===== config.mk =====
export PLATFORM = sky130hd
export DESIGN_NAME = uart_rx_fifo_ctl
export DESIGN_NICKNAME = d
export VERILOG_FILES = /design/src/rtl/urxf_pkg.sv /design/src/rtl/urxf_datapath.sv /design/src/rtl/urxf_control.sv /design/src/rtl/uart_rx_fifo_ctl.sv
export SDC_FILE = /design/constraint.sdc
export NUM_CORES = 1
export LEC_CHECK = 0
export BUFFER_PORTS_ARGS = -buffer_cell sky130_fd_sc_hd__buf_2
export CAP_MARGIN = 20
export CORE_MARGIN = 2
export CORE_UTILIZATION = 35
export CTS_CLUSTER_SIZE = 20
export DETAILED_ROUTE_END_ITERATION = 8
export GPL_ROUTABILITY_DRIVEN = 0
export GPL_TIMING_DRIVEN = 0
export SETUP_SLACK_MARGIN = 0.05
export SYNTH_ARGS = -nofsm -noshare
export SYNTH_HDL_FRONTEND = slang
export SYNTH_HIERARCHICAL = 1
export SYNTH_SLANG_ARGS = --single-unit

===== constraint.sdc =====
create_clock -name clk -period 4.2 [get_ports clk]
set_input_delay 0.63 -clock clk [delete_from_list [all_inputs] [get_ports clk]]
set_output_delay 0.63 -clock clk [all_outputs]
set_load 0.03 [all_outputs]

===== src/rtl/urxf_pkg.sv =====
package urxf_pkg;
  typedef struct packed {
    logic wrEn;
    logic rdEn;
  } fifoStrobes_t;
endpackage


===== src/rtl/urxf_datapath.sv =====
module urxf_datapath
  import urxf_pkg::*;
#(
  parameter int DEPTH  = 16,
  parameter int DATA_W = 8,
  localparam int AW    = $clog2(DEPTH),
  localparam int CW    = AW + 1
) (
  input  logic              clk,
  input  logic              rstN,
  input  fifoStrobes_t      strobes,
  input  logic [DATA_W-1:0] byteIn,
  output logic [DATA_W-1:0] rdData,
  output logic [CW-1:0]     fillCount
);
  logic [DATA_W-1:0] mem [DEPTH];
  logic [AW-1:0] wrPtr, rdPtr;

  function automatic logic [AW-1:0] bump(input logic [AW-1:0] p);
    return (p == AW'(DEPTH - 1)) ? '0 : p + AW'(1);
  endfunction

  always_ff @(posedge clk) begin
    if (strobes.wrEn) mem[wrPtr] <= byteIn;
  end

  always_ff @(posedge clk or negedge rstN) begin
    if (!rstN) begin
      wrPtr     <= '0;
      rdPtr     <= '0;
      fillCount <= '0;
      rdData    <= '0;
    end else begin
      if (strobes.wrEn) wrPtr <= bump(wrPtr);
      if (strobes.rdEn) begin
        rdPtr  <= bump(rdPtr);
        rdData <= mem[rdPtr];
      end
      fillCount <= fillCount + CW'(strobes.wrEn) - CW'(strobes.rdEn);
    end
  end
endmodule


===== src/rtl/urxf_control.sv =====
module urxf_control
  import urxf_pkg::*;
#(
  parameter int DEPTH  = 16,
  parameter int WAIT_W = 5,
  parameter int TRIG_W = 4,
  localparam int CW    = $clog2(DEPTH) + 1
) (
  input  logic              clk,
  input  logic              rstN,
  input  logic              rxEnable,
  input  logic              fifoMode,
  input  logic              toEnable,
  input  logic [WAIT_W-1:0] toWait,
  input  logic [TRIG_W-1:0] trigLevel,
  input  logic              byteValid,
  input  logic              startDet,
  input  logic              bitTick,
  input  logic              rdReq,
  input  logic              overrunClr,
  input  logic [CW-1:0]     fillCount,
  output fifoStrobes_t      strobes,
  output logic              trigIrq,
  output logic              timeoutIrq,
  output logic              overrun
);
  logic [CW-1:0]     capacity, effTrig, nextCount;
  logic              full, wrAttempt, trigHit;
  logic              toActive, armed, expire;
  logic [WAIT_W-1:0] tickCnt;

  // Buffer admission
  always_comb begin
    capacity     = fifoMode ? CW'(DEPTH) : CW'(1);
    full         = fillCount >= capacity;
    wrAttempt    = rxEnable && byteValid;
    strobes.wrEn = wrAttempt && !full;
    strobes.rdEn = rdReq && (fillCount != '0);
    nextCount    = fillCount + CW'(strobes.wrEn) - CW'(strobes.rdEn);
  end

  // Level trigger: zero threshold behaves as one
  always_comb begin
    if (!fifoMode || trigLevel == '0) effTrig = CW'(1);
    else                              effTrig = CW'(trigLevel);
    trigHit = strobes.wrEn && (fillCount < effTrig) && (nextCount >= effTrig);
  end

  // Receive timeout
  always_comb begin
    toActive = rxEnable && fifoMode && toEnable;
    expire   = toActive && armed && !startDet &&
               (tickCnt >= toWait) && (fillCount != '0);
  end

  always_ff @(posedge clk or negedge rstN) begin
    if (!rstN) begin
      armed   <= 1'b0;
      tickCnt <= '0;
    end else if (!toActive) begin
      armed   <= 1'b0;
      tickCnt <= '0;
    end else if (startDet) begin
      armed   <= 1'b1;
      tickCnt <= '0;
    end else if (expire) begin
      armed   <= 1'b0;
    end else if (armed && bitTick && tickCnt < toWait) begin
      tickCnt <= tickCnt + WAIT_W'(1);
    end
  end

  always_ff @(posedge clk or negedge rstN) begin
    if (!rstN) begin
      trigIrq    <= 1'b0;
      timeoutIrq <= 1'b0;
      overrun    <= 1'b0;
    end else begin
      trigIrq    <= trigHit;
      timeoutIrq <= expire;
      if (wrAttempt && full) overrun <= 1'b1;
      else if (overrunClr)   overrun <= 1'b0;
    end
  end
endmodule


===== src/rtl/uart_rx_fifo_ctl.sv =====
module uart_rx_fifo_ctl
  import urxf_pkg::*;
#(
  parameter int DEPTH  = 16,
  parameter int DATA_W = 8,
  parameter int WAIT_W = 5,
  parameter int TRIG_W = 4,
  localparam int CW    = $clog2(DEPTH) + 1
) (
  input  logic              clk,
  input  logic              rstN,
  input  logic              rxEnable,
  input  logic              fifoMode,
  input  logic              toEnable,
  input  logic [WAIT_W-1:0] toWait,
  input  logic [TRIG_W-1:0] trigLevel,
  input  logic              byteValid,
  input  logic [DATA_W-1:0] byteIn,
  input  logic              startDet,
  input  logic              bitTick,
  input  logic              rdReq,
  input  logic              overrunClr,
  output logic [DATA_W-1:0] rdData,
  output logic [CW-1:0]     fillCount,
  output logic              trigIrq,
  output logic              timeoutIrq,
  output logic              overrun
);
  fifoStrobes_t strobes;

  urxf_control #(.DEPTH(DEPTH), .WAIT_W(WAIT_W), .TRIG_W(TRIG_W)) ctrl (
    .clk(clk), .rstN(rstN), .rxEnable(rxEnable), .fifoMode(fifoMode),
    .toEnable(toEnable), .toWait(toWait), .trigLevel(trigLevel),
    .byteValid(byteValid), .startDet(startDet), .bitTick(bitTick),
    .rdReq(rdReq), .overrunClr(overrunClr), .fillCount(fillCount),
    .strobes(strobes), .trigIrq(trigIrq), .timeoutIrq(timeoutIrq),
    .overrun(overrun)
  );

  urxf_datapath #(.DEPTH(DEPTH), .DATA_W(DATA_W)) dp (
    .clk(clk), .rstN(rstN), .strobes(strobes), .byteIn(byteIn),
    .rdData(rdData), .fillCount(fillCount)
  );
endmodule


* Word-level counts from Yosys, hierarchy flattened
Memory sizes are Yosys's and may differ from the RTL's. A register that Yosys moved wholly into a read port is not among the register bits.
Cells that the tools add are included.
** Word-level totals
- Bits in registers :: 22
- Output and inout port bits :: 16
- Logic and storage cells :: 62
- Memories kept :: 1
- Input port bits :: 27
- Memory bits (writable) :: 128
** Memories
- dp.mem :: depth 16, bits a word 8, read ports 1, clocked after Yosys merged registers in 1, wr ports 1, RTL line urxf_datapath.sv:16 : logic [DATA_W-1:0] mem [DEPTH];
** Cells by class
- Equality and inequality tests :: 5
- Add/sub/neg operators :: 5
- Reductions and logical operators :: 23
- Order comparisons :: 5
- Multiplexer cells :: 15
** Operators by type and width (number)
- 5-bit two-way mux :: 5
- 1-bit logical AND :: 14
- 4-bit two-way mux :: 3
- 5-bit >= comparator :: 2
- 3-bit inequality test (second input constant) :: 3
- 4-bit by 1-bit adder with 4-bit output (second input constant) :: 2
- 4-bit equality test (second input constant) :: 2
- 1-bit two-way mux :: 7
- 5-bit by 1-bit adder with 5-bit output :: 1
- 5-bit by 1-bit adder with 5-bit output (second input constant) :: 1
- 5-bit by 4-bit >= comparator with 1-bit output :: 1
- 5-bit by 4-bit < comparator with 1-bit output :: 1
- 5-bit < comparator :: 1
- 5-bit nonzero test :: 1
- 5-bit by 1-bit subtractor with 5-bit output :: 1
- 1-bit logical NOT :: 4
- 4-bit logical NOT :: 1
- 2-bit AND reduction :: 1
- 2-bit nonzero test :: 1
- 1-bit logical OR :: 1

* Depth between registers and ports, before layout
Gate-level depths: netlist of run 1.
- Word-level depth :: 9
- Depth in mapped cells :: 17
- Depth with buffers taken out :: 17

* By module
The synthesis of run 1 kept the hierarchy.
** By module, submodules not included
- urxf_datapath :: area each 6058.3 µm², sequential area each 4369.2 µm², cells each 310, times used 1
- urxf_control :: area each 1011.0 µm², sequential area each 225.2 µm², cells each 114, times used 1

* Worst setup path before layout of run 1
Ideal clock, no wire load.
- Path type :: flip-flop to flip-flop
- Start point :: reg dp.fillCount[1]
- End point :: reg ctrl.trigIrq
- Period minus slack after synthesis :: 3.490 ns
- Path slack :: 0.710 ns
- Buffers on the path :: 0
- Data arrival time :: 3.364 ns
- Data required time :: 4.074 ns
- Setup time :: 0.126 ns
- Stages on the path, launching flop included :: 16
- Cell sequence :: dfrtp_1 > inv_1 > ha_1 > inv_1 > o2111ai_1 > a21oi_1 > nor2b_1 > inv_1 > ha_1 > inv_1 > ha_1 > fa_1 > ha_1 > a211oi_1 > nor3b_1 > o311a_1
** RTL lines
- start, declared :: RTL line urxf_datapath.sv:14 : output logic [CW-1:0] fillCount
- start signal, assigned :: RTL line urxf_datapath.sv:39 : fillCount <= fillCount + CW'(strobes.wrEn) - CW'(strobes.rdEn);
- end signal, assigned :: RTL line urxf_control.sv:79 : trigIrq <= trigHit;
- end, declared :: RTL line urxf_control.sv:23 : output logic trigIrq,

==> impl_metrics.csv, run 1 <==
group,metric,value,unit
outcome,outcome,"finished clean",
worst_setup_path,startpoint,"dp/fillCount[1]",
route,highest_layer,"met4",
timing,fin_crit,3720,ps
timing,max-slew-margin-rel,42.5,%
pwr,clockPowerShare,27.9,%
timing,rsz0062_at_grt,"no",
floorplanning,die_x,146,um
pwr,intPower,3530,uW
pwr,p_comb_share,35.5,%
clock_tree,cts_root_buf,"clkbuf_16",
route,drc,0,
worst_setup_path,cp.required,4500,ps
finish,num-nets-final,550,
route,wl_met2,7110,um
pwr,power.switching,1830,uW
pwr,power_frac_seq,36.6,%
timing,fin_skew,10.0,ps
route,num_vias,3801,
clock_tree,cts_resized,0,
worst_setup_path,crit_fanout,9,
worst_setup_path,reg2reg_from,"dp/fillCount[1]",
route,wl_met1,6270,um
finish,fillCellCount,1795,
clock_tree,clkSinkCount,158,
worst_setup_path,worstPathArrival,4010,ps
route,detail-route-antenna-nets,0,
flow_run,max_cap_violations,0,
route,first_pass_iters,4,
placed_design,hpwlAfterDp,9630,um
worst_setup_path,criticalPathCategory,"reg2reg",
synth,yosysUniqueCellTypes,50,
pwr,power.leakage,0.00301,uW
clock_tree,cts_tree,"yes",
placed_design,dp_cells,734,
synth,synth_cells,424,
synth,ys_warn_count,6,
timing,hold_viol,0,
synth,ys_ff_latch,158,
floorplanning,io_pins,43,
route,drt_iter0_markers,211,
synth,seq_area_frac_synth,65.0,%
timing,final-setup-viol-count,0,
finish,area_growth,16.1,%
timing,finalCritPeriodShare,88.5,%
route,viasPerCell,4.96,
finish,antenna_cells,0,
global_route,grt_pass1_vias,3909,
global_route,antenna_found_initial,0,
clock_tree,htreeDepth,4,
timing,timing.fmax,269,MHz
global_route,grtUsageTotal,13.8,%
clock_tree,clkSlewWorstSetupHoldPaths,60,ps
global_route,grt_start_max_net_pins,31,
pwr,ir_drop,296,uV
worst_setup_path,critPathCaptureType,"flop",
finish,drive_gt1_share,27.3,%
timing,finalMaxSlewViolations,0,
clock_tree,numCtsBuffers,17,
route,wirelength,14200,um
timing,fin_setup_tns,0,ps
hold_path,min_path_type,"in2async",
floorplanning,initial_utilization,36.0,%
finish,layoutNonFillerInstCount,766,
worst_setup_path,cp-start-kind,"flop",
clock_tree,postCtsHoldBufs,0,
clock_tree,insertion_delay,420,ps
placed_design,port_buffers,42,
floorplanning,dieHeight,146,um
pwr,power_density,653,nW/um^2
route,wire_per_inst,18.5,um
synth,synth_nets,486,
floorplanning,fp-row-count,51,
timing,worstMarginPinSlew,860,ps
clock_tree,postCtsSetupBuffers,0,
synth,syn_area,7070,um^2
synth,synth.avg_cell_area,16.7,um^2
floorplanning,core-area,19700,um^2
route,dr_wl_met3,636,um
pwr,swShare,34.1,%
clock_tree,cts_buffer_depth,2,
global_route,grt_pass1_wl,22100,um
global_route,grt-ovfl-total,0,
floorplanning,dieArea,21400,um^2
## critical path, stage by stage (launching register included)
cell	delay (ps)
dfrtp_1	550
inv_1	180
ha_1	240
inv_1	50
o2111ai_1	100
a21oi_1	230
nor2b_1	290
inv_1	80
ha_1	280
inv_1	40
ha_1	200
fa_1	440
ha_1	280
a211oi_1	210
nor3b_1	90
o311a_1	330
## layout make-up
| class | count | area [um^2] | area share [%] |
|---|---|---|---|
| clock buffers | 18 | 429 | 5.23 |
| inverters | 32 | 120 | 1.46 |
| repair buffers | 45 | 228 | 2.78 |
| clock inverters | 14 | 146 | 1.78 |
| multi-input cells | 217 | 2230 | 27.1 |
| plain buffers | 17 | 129 | 1.57 |
| well taps | 265 | 332 | 4.04 |
| flip-flops and latches | 158 | 4590 | 56.0 |
## stage by stage
stage          hold WS (ps)  instance area (um^2)  total power, uW  setup slack, ps  utilization, %
2_1_floorplan           334                  7070             3420              710               -
3_3_place_gp            517                  7610             3860              252            38.7
3_5_place_dp            542                  7630             3920              272            38.8
4_1_cts                 297                  8200             5420              425            41.7
5_1_grt                 319                  8200             5660              189            41.7
6_report                279                  8200             5360              482            41.7
## cells in the mapped netlist, drive strengths merged
cell type / count / area (um^2)
nor4b: 1 / 15.0
inv: 32 / 120
a2111oi: 1 / 8.76
nor2b: 2 / 12.5
xnor2: 9 / 78.8
and3: 1 / 6.26
o41ai: 1 / 8.76
nand3b: 1 / 7.51
mux2: 1 / 11.3
a221oi: 8 / 120
xor2: 2 / 17.5
nand2b: 6 / 37.5
o211ai: 2 / 15.0
and2: 1 / 6.26
ha: 33 / 413
or3: 3 / 18.8
o22ai: 9 / 106
o21a: 1 / 7.51
or2: 1 / 6.26
edfxtp: 128 / 3840
clkbuf: 4 / 15.0
nand4: 3 / 18.8
and2b: 1 / 8.76
mux4: 32 / 736
nand3: 7 / 35.0
dfrtp: 30 / 751
nor3: 5 / 30.0
a32o: 1 / 10.0
mux2i: 10 / 100
a21o: 3 / 22.5
a21oi: 13 / 65.1
nand2: 17 / 63.8
buf: 13 / 114
a211oi: 2 / 27.5
fa: 2 / 40.0
nor2: 26 / 97.6
o21bai: 1 / 7.51
nor3b: 1 / 7.51
o21ai: 8 / 40.0
o2111ai: 1 / 8.76
o311a: 1 / 10.0
## registers in the layout, indices dropped and copies added (netlist names)
register	count
dp/rdPtr	4
ctrl/timeoutIrq	1
dp/wrPtr	4
dp/mem	128
ctrl/tickCnt	5
ctrl/armed	1
dp/fillCount	5
dp/rdData	8
ctrl/trigIrq	1
ctrl/overrun	1
## cell families after synthesis
kind of cell / share of synthesized area [%]
DFF: 65.0
and+or+nand+nor: 5.26
AOI/OAI and AO/OA: 6.48
buffers and inverters: 3.52
muxes: 12.0
adders and majority gates: 6.41
xor gates and xnor gates: 1.36
## placed cells by master (no fill, tap or decap), types with 2 or more instances in the layout
master,instances
nand3_1,7
clkbuf_1,5
nor2b_1,2
buf_6,3
nand4_1,3
or3_1,3
inv_6,4
o21ai_1,7
mux4_1,4
nor3_1,4
nor2_1,26
fa_1,2
nand2_1,17
a21oi_1,13
ha_1,33
inv_8,4
xnor2_1,9
edfxtp_1,128
a221oi_2,8
clkinvlp_4,3
buf_1,2
inv_1,32
xor2_1,2
o22ai_2,8
buf_2,49
o211ai_1,2
nand2b_1,6
buf_12,2
mux2i_1,10
clkbuf_16,17
buf_4,2
mux4_2,28
dfrtp_1,30
a21o_1,3
## power groups by stage
stage / Sequential [uW] / Combinational [uW] / Clock [uW]
floorplan: 2100 / 1320 / 0
global placement: 1990 / 1870 / 0
detailed placement: 2000 / 1920 / 0
CTS: 1970 / 1920 / 1520
global route: 1980 / 2080 / 1590
finish: 1960 / 1900 / 1490
## path summary, 6_finish.rpt
path                              endpoint  slack (ps)  depth (start not counted)
min in group clk              ctrl/overrun         400                          2
setup reg to reg              ctrl/trigIrq         480                         15
max in group asynchronous      dp/rdPtr[0]        3430                          1
hold reg to reg               ctrl/overrun         540                          2
hold / removal             ctrl/timeoutIrq         280                          1
setup / recovery              ctrl/trigIrq         480                         15
## routing by layer
layer / track usage [%] / vias up
li1: - / 1772
met1: 18.2 / 1928
met2: 22.5 / 92
met3: 3.06 / 9
met4: 5.00 / 0
met5: 0 / -
No activity file was read; power rests on OpenSTA's default activity.
==> run 2: changes to the inputs <==
- CORE_UTILIZATION: 35 -> 40
- SYNTH_HIERARCHICAL: 1 -> unset
==> impl_metrics.csv, run 2 <==
group,metric,value,unit
synth,yosys.cell_count.top_type,"edfxtp_1",
worst_setup_path,cp_common_cell,"ha_1",
pwr,power_density,640,nW/um^2
synth,synth_cells,398,
synth,seq_area_frac_synth,67.7,%
clock_tree,htreeDepth,4,
floorplanning,io_pins,43,
clock_tree,cts_tree,"yes",
timing,hold_viol,0,
timing,fin_skew,10.2,ps
timing,rsz0062_at_grt,"no",
placed_design,port_buffers,42,
route,wire_per_inst,19.3,um
timing,finalCritPeriodShare,92.2,%
finish,drive_gt1_share,27.9,%
flow_run,max_cap_violations,0,
placed_design,hpwlAfterDp,9160,um
finish,layout_commonest_cell,"edfxtp_1",
clock_tree,clkSinkCount,158,
finish,area_growth,15.4,%
clock_tree,numCtsBuffers,17,
global_route,grt-ovfl-total,0,
global_route,antenna_found_initial,0,
worst_setup_path,worstPathArrival,4160,ps
route,detail-route-antenna-nets,0,
clock_tree,insertion_delay,420,ps
global_route,grtUsageTotal,16.0,%
pwr,p_total,5010,uW
synth,synth-edff-count,128,
route,drt_iter0_markers,274,
floorplanning,dieArea,18000,um^2
route,num_vias,3662,
synth,synth_nets,454,
finish,fillCellCount,1459,
synth,yosysTopAreaCellShare,56.6,%
synth,syn_area,6790,um^2
route,viasPerCell,5.28,
timing,hold_slack,256,ps
timing,worstMarginPinSlew,781,ps
pwr,power.leakage,0.00285,uW
finish,reg_top3,"dp.mem x128, dp.rdData x8",
worst_setup_path,critPathCaptureType,"flop",
finish,largest_reg_flops,128,
timing,finalMaxSlewViolations,0,
finish,antenna_cells,0,
clock_tree,cts_root_buf,"clkbuf_16",
global_route,grt_start_max_net_pins,31,
synth,synth.area.top_cells,"edfxtp_1 (57%), dfrtp_1 (11%), mux4_2 (11%)",
worst_setup_path,crit_fanout,10,
clock_tree,cts_resized,0,
finish,top_register,"dp.mem",
global_route,grt_pass1_vias,3890,
finish,final_core_util,47.2,%
finish,num-nets-final,516,
synth,synthTopCellsByCount,"edfxtp_1 (128), mux4_2 (32), dfrtp_1 (30)",
worst_setup_path,crit_slowest_cell,"or4b_4",
global_route,grt_pass1_wl,20900,um
worst_setup_path,max_stage_delay,510,ps
timing,timing.fmax,258,MHz
route,wirelength,13300,um
timing,max-slew-margin-rel,47.9,%
worst_setup_path,criticalPathCategory,"reg2reg",
pwr,ir_drop,367,uV
clock_tree,postCtsHoldBufs,0,
route,first_pass_iters,4,
synth,yosys_most_used_dff,"edfxtp_1",
floorplanning,die_x,134,um
finish,layoutNonFillerInstCount,693,
timing,final-setup-viol-count,0,
outcome,outcome,"finished clean",
finish,layout_common_cells,"edfxtp_1 (128), buf_2 (49), mux4_2 (32)",
synth,yosys.area.top_type,"edfxtp_1",
clock_tree,postCtsSetupBuffers,0,
route,drc,0,
synth,yosysUniqueCellTypes,44,
placed_design,dp_cells,661,
worst_setup_path,path_cells,"inv_1 > ha_1 > or4b_4 > and2_1 > buf_2 > buf_2 > ha_1 > inv_1 > ha_1 > inv_1 > fa_1 > xor2_1 > ha_1 > o21ai_0 > a21oi_1 > o311a_1",
floorplanning,dieHeight,134,um
timing,fin_setup_tns,0,ps
floorplanning,initial_utilization,40.9,%
worst_setup_path,cp-start-kind,"flop",
hold_path,min_path_type,"in2async",
worst_setup_path,cp.required,4490,ps
floorplanning,core-area,16600,um^2
synth,ys_ff_latch,158,
floorplanning,fp-row-count,47,
clock_tree,cts_buffer_depth,2,
synth,ys_warn_count,0,
synth,synth-async-reset-ratio,19.0,%
clock_tree,clkSlewWorstSetupHoldPaths,70,ps
synth,synth.avg_cell_area,17.1,um^2
timing,fin_crit,3870,ps
==> run 2: changes by cell type after synthesis, moves of 9 or more <==
cell | before | now
and3_1 | 1 | 17
o22ai_1 | 1 | 17
nor2_1 | 26 | 11
inv_1 | 32 | 20
mux2i_1 | 10 | 1
==> run 2: report_power, final <==
part / internal [uW] / total [uW] / switching [uW]
Sequential: 1840 / 1950 / 114
Combinational: 718 / 1630 / 909
Clock: 845 / 1430 / 587
==> run 2: kinds of logic (layout without fill, tap and decap cells) <==
logic type               count (synthesis)  after routing  share of synthesized area, %
buffers and inverters                   37            112                          2.43
multiplexers                            43             43                          12.5
flip-flops                             158            158                          67.7
adder cells (fa/ha/maj)                 29             29                          5.46
XOR/XNOR                                 8              8                          1.03
AO/OA/AOI/OAI                           53             53                          4.85
AND/OR/NAND/NOR                         70             70                          6.05
==> run 2: layout make-up <==
type / count / area (um^2) / share of cell area [%]
plain buffers: 17 / 90.1 / 1.15
inverters: 20 / 75.1 / 0.958
clock buffers: 22 / 464 / 5.93
clock inverters: 10 / 92.6 / 1.18
flip-flops and latches: 158 / 4590 / 58.6
repair buffers: 43 / 215 / 2.75
well taps: 220 / 275 / 3.51
multi-input cells: 203 / 2030 / 25.9
==> run 2: metal layers <==
layer	share of wire (%)	track usage, %
met1	42	19.3
met2	52	27.4
met3	4.5	5.03
met4	1.4	5.15
met5	0	0
==> run 2: critical path, delay by kind of cell (launching register included) <==
kind                     cells  cell delay, ps
XOR/XNOR                     1             220
adder cells (fa/ha/maj)      5            1280
AO/OA/AOI/OAI                3             530
flip-flops                   1             410
buffers and inverters        5             610
AND/OR/NAND/NOR              2             690
==> run 2: through the flow <==
step / area, um^2 / worst slack [ps]
final: 7830 / 330
after global routing: 7830 / 122
after CTS: 7830 / 288
after detailed placement: 7280 / 95.4
after global placement: 7270 / 167
after floorplan: 6790 / 518
==> run 2: path summary, 6_finish.rpt <==
kind,from,end,slack (ps),depth (start not counted)
max in group asynchronous,rstN,dp.fillCount[4],3460,1
max reg2reg,dp.fillCount[2],ctrl.trigIrq,330,16
max,dp.fillCount[2],ctrl.trigIrq,330,16
min,rstN,dp.rdData[6],260,1
min reg2reg,ctrl.overrun,ctrl.overrun,530,2
min in group clk,overrunClr,ctrl.overrun,400,2
==> run 3: changes to the inputs <==
- RECOVER_POWER: unset -> 50
==> impl_metrics.csv, run 3 (synthesis results as in run 2) <==
group,metric,value,unit
outcome,outcome,"complete, but fails checks",
outcome,violations,"max-capacitance violations, max-slew violations",
worst_setup_path,r2r_slack,330,ps
finish,largest_reg_flops,128,
route,wire_per_inst,19.3,um
route,drt_iter0_markers,275,
clock_tree,numCtsBuffers,17,
worst_setup_path,cp.required,4490,ps
timing,hold_viol,0,
clock_tree,postCtsSetupBuffers,0,
timing,max-slew-margin-rel,-18.8,%
flow_run,max_cap_violations,1,
finish,num-nets-final,516,
hold_path,min_path_type,"in2reg",
route,wirelength,13400,um
finish,area_growth,15.1,%
global_route,grt_use_met3,5.03,%
clock_tree,cts_resized,0,
route,first_pass_iters,4,
clock_tree,cts_buffer_depth,2,
finish,reg_top3,"dp.mem x128, dp.rdData x8",
route,num_vias,3670,
floorplanning,io_pins,43,
timing,fin_crit,3870,ps
timing,final-setup-viol-count,0,
global_route,grtUsageTotal,16.0,%
worst_setup_path,worstPathArrival,4170,ps
global_route,grt_pass1_wl,20900,um
worst_setup_path,criticalPathCategory,"reg2reg",
global_route,top_usage_layer,"met2",
finish,antenna_cells,0,
pwr,power_density,641,nW/um^2
clock_tree,postCtsHoldBufs,0,
route,viasPerCell,5.30,
route,detail-route-antenna-nets,0,
floorplanning,die_x,134,um
global_route,grtUsageMet2,27.4,%
global_route,grt_start_max_net_pins,31,
pwr,ir_drop,367,uV
floorplanning,dieArea,18000,um^2
timing,worstMarginPinSlew,1780,ps
placed_design,hpwlAfterDp,9160,um
finish,fillCellCount,1463,
clock_tree,clkSinkCount,158,
timing,rsz0062_at_grt,"no",
finish,final_core_util,47.1,%
global_route,grt_use_met1,19.3,%
timing,finalCritPeriodShare,92.2,%
pwr,power.leakage,0.00280,uW
clock_tree,cts_root_buf,"clkbuf_16",
timing,finalMaxSlewViolations,31,
timing,fin_skew,10.2,ps
floorplanning,dieHeight,134,um
finish,layout_commonest_cell,"edfxtp_1",
finish,drive_gt1_share,24.5,%
global_route,grt-ovfl-total,0,
clock_tree,insertion_delay,420,ps
finish,top_register,"dp.mem",
floorplanning,fp-row-count,47,
placed_design,port_buffers,42,
global_route,antenna_found_initial,0,
clock_tree,cts_tree,"yes",
clock_tree,htreeDepth,4,
worst_setup_path,crit_fanout,10,
timing,fin_setup_tns,0,ps
floorplanning,core-area,16600,um^2
clock_tree,clkSlewWorstSetupHoldPaths,60,ps
floorplanning,initial_utilization,40.9,%
worst_setup_path,cp-start-kind,"flop",
timing,timing.fmax,258,MHz
global_route,grt_pass1_vias,3890,
route,drc,0,
finish,layout_common_cells,"edfxtp_1 (128), buf_2 (33), mux4_2 (32)",
worst_setup_path,critPathCaptureType,"flop",
[run 3: layer usage]
layer	routed length [um]	vias to the layer above	part of all wire, %
met4	193	0	1.4
li1	-	1690	-
met2	6920	99	52
met3	639	17	4.8
met5	0	-	0
met1	5630	1864	42
[run 3: power by group]
| part | total [uW] | switching [uW] | leakage [uW] | internal, uW |
|---|---|---|---|---|
| combinational | 1620 | 911 | 0.00102 | 710 |
| sequential | 1950 | 114 | 0.00152 | 1840 |
| clock | 1430 | 586 | 0.000263 | 845 |
| total | 5010 | 1610 | 0.00280 | 3400 |
[run 3: worst paths after layout]
path,from,endpoint,cells past startpoint
setup / recovery,dp.fillCount[2],ctrl.trigIrq,16
hold / removal,overrunClr,ctrl.overrun,2
setup reg to reg,dp.fillCount[2],ctrl.trigIrq,16
hold reg to reg,ctrl.overrun,ctrl.overrun,2
max in group asynchronous,rstN,dp.fillCount[4],1
min in group asynchronous,rstN,dp.rdData[6],1
[run 3: area by class of cell]
cell class              instances  area [um^2]  area share (%)
well taps                     220          275            3.52
clock buffers                  22          464            5.94
repair buffers                 43          195            2.50
clock inverters                10         92.6            1.18
inverters                      20         75.1           0.961
plain buffers                  17         90.1            1.15
flip-flops and latches        158         4590            58.8
multi-input cells             203         2030            25.9
[run 3: stage by stage]
step / setup WS [ps] / power [uW] / hold slack (ps) / instance area [um^2] / instances
global route: 122 / 5300 / 372 / 7810 / 693
detailed placement: 95.4 / 3640 / 525 / 7280 / 661
finish: 328 / 5010 / 399 / 7810 / 693
CTS: 288 / 5090 / 266 / 7830 / 693
global placement: 167 / 3600 / 522 / 7270 / 660
floorplan: 518 / 3180 / 334 / 6790 / 398
[run 3: critical path, cell delays in order, from the launching register on]
cell	delay [ps]
dfrtp_1	410
inv_1	130
ha_1	180
or4b_4	510
and2_1	180
buf_2	150
buf_2	210
ha_1	290
inv_1	60
ha_1	160
inv_1	60
fa_1	390
xor2_1	220
ha_1	260
o21ai_0	150
a21oi_1	70
o311a_1	310
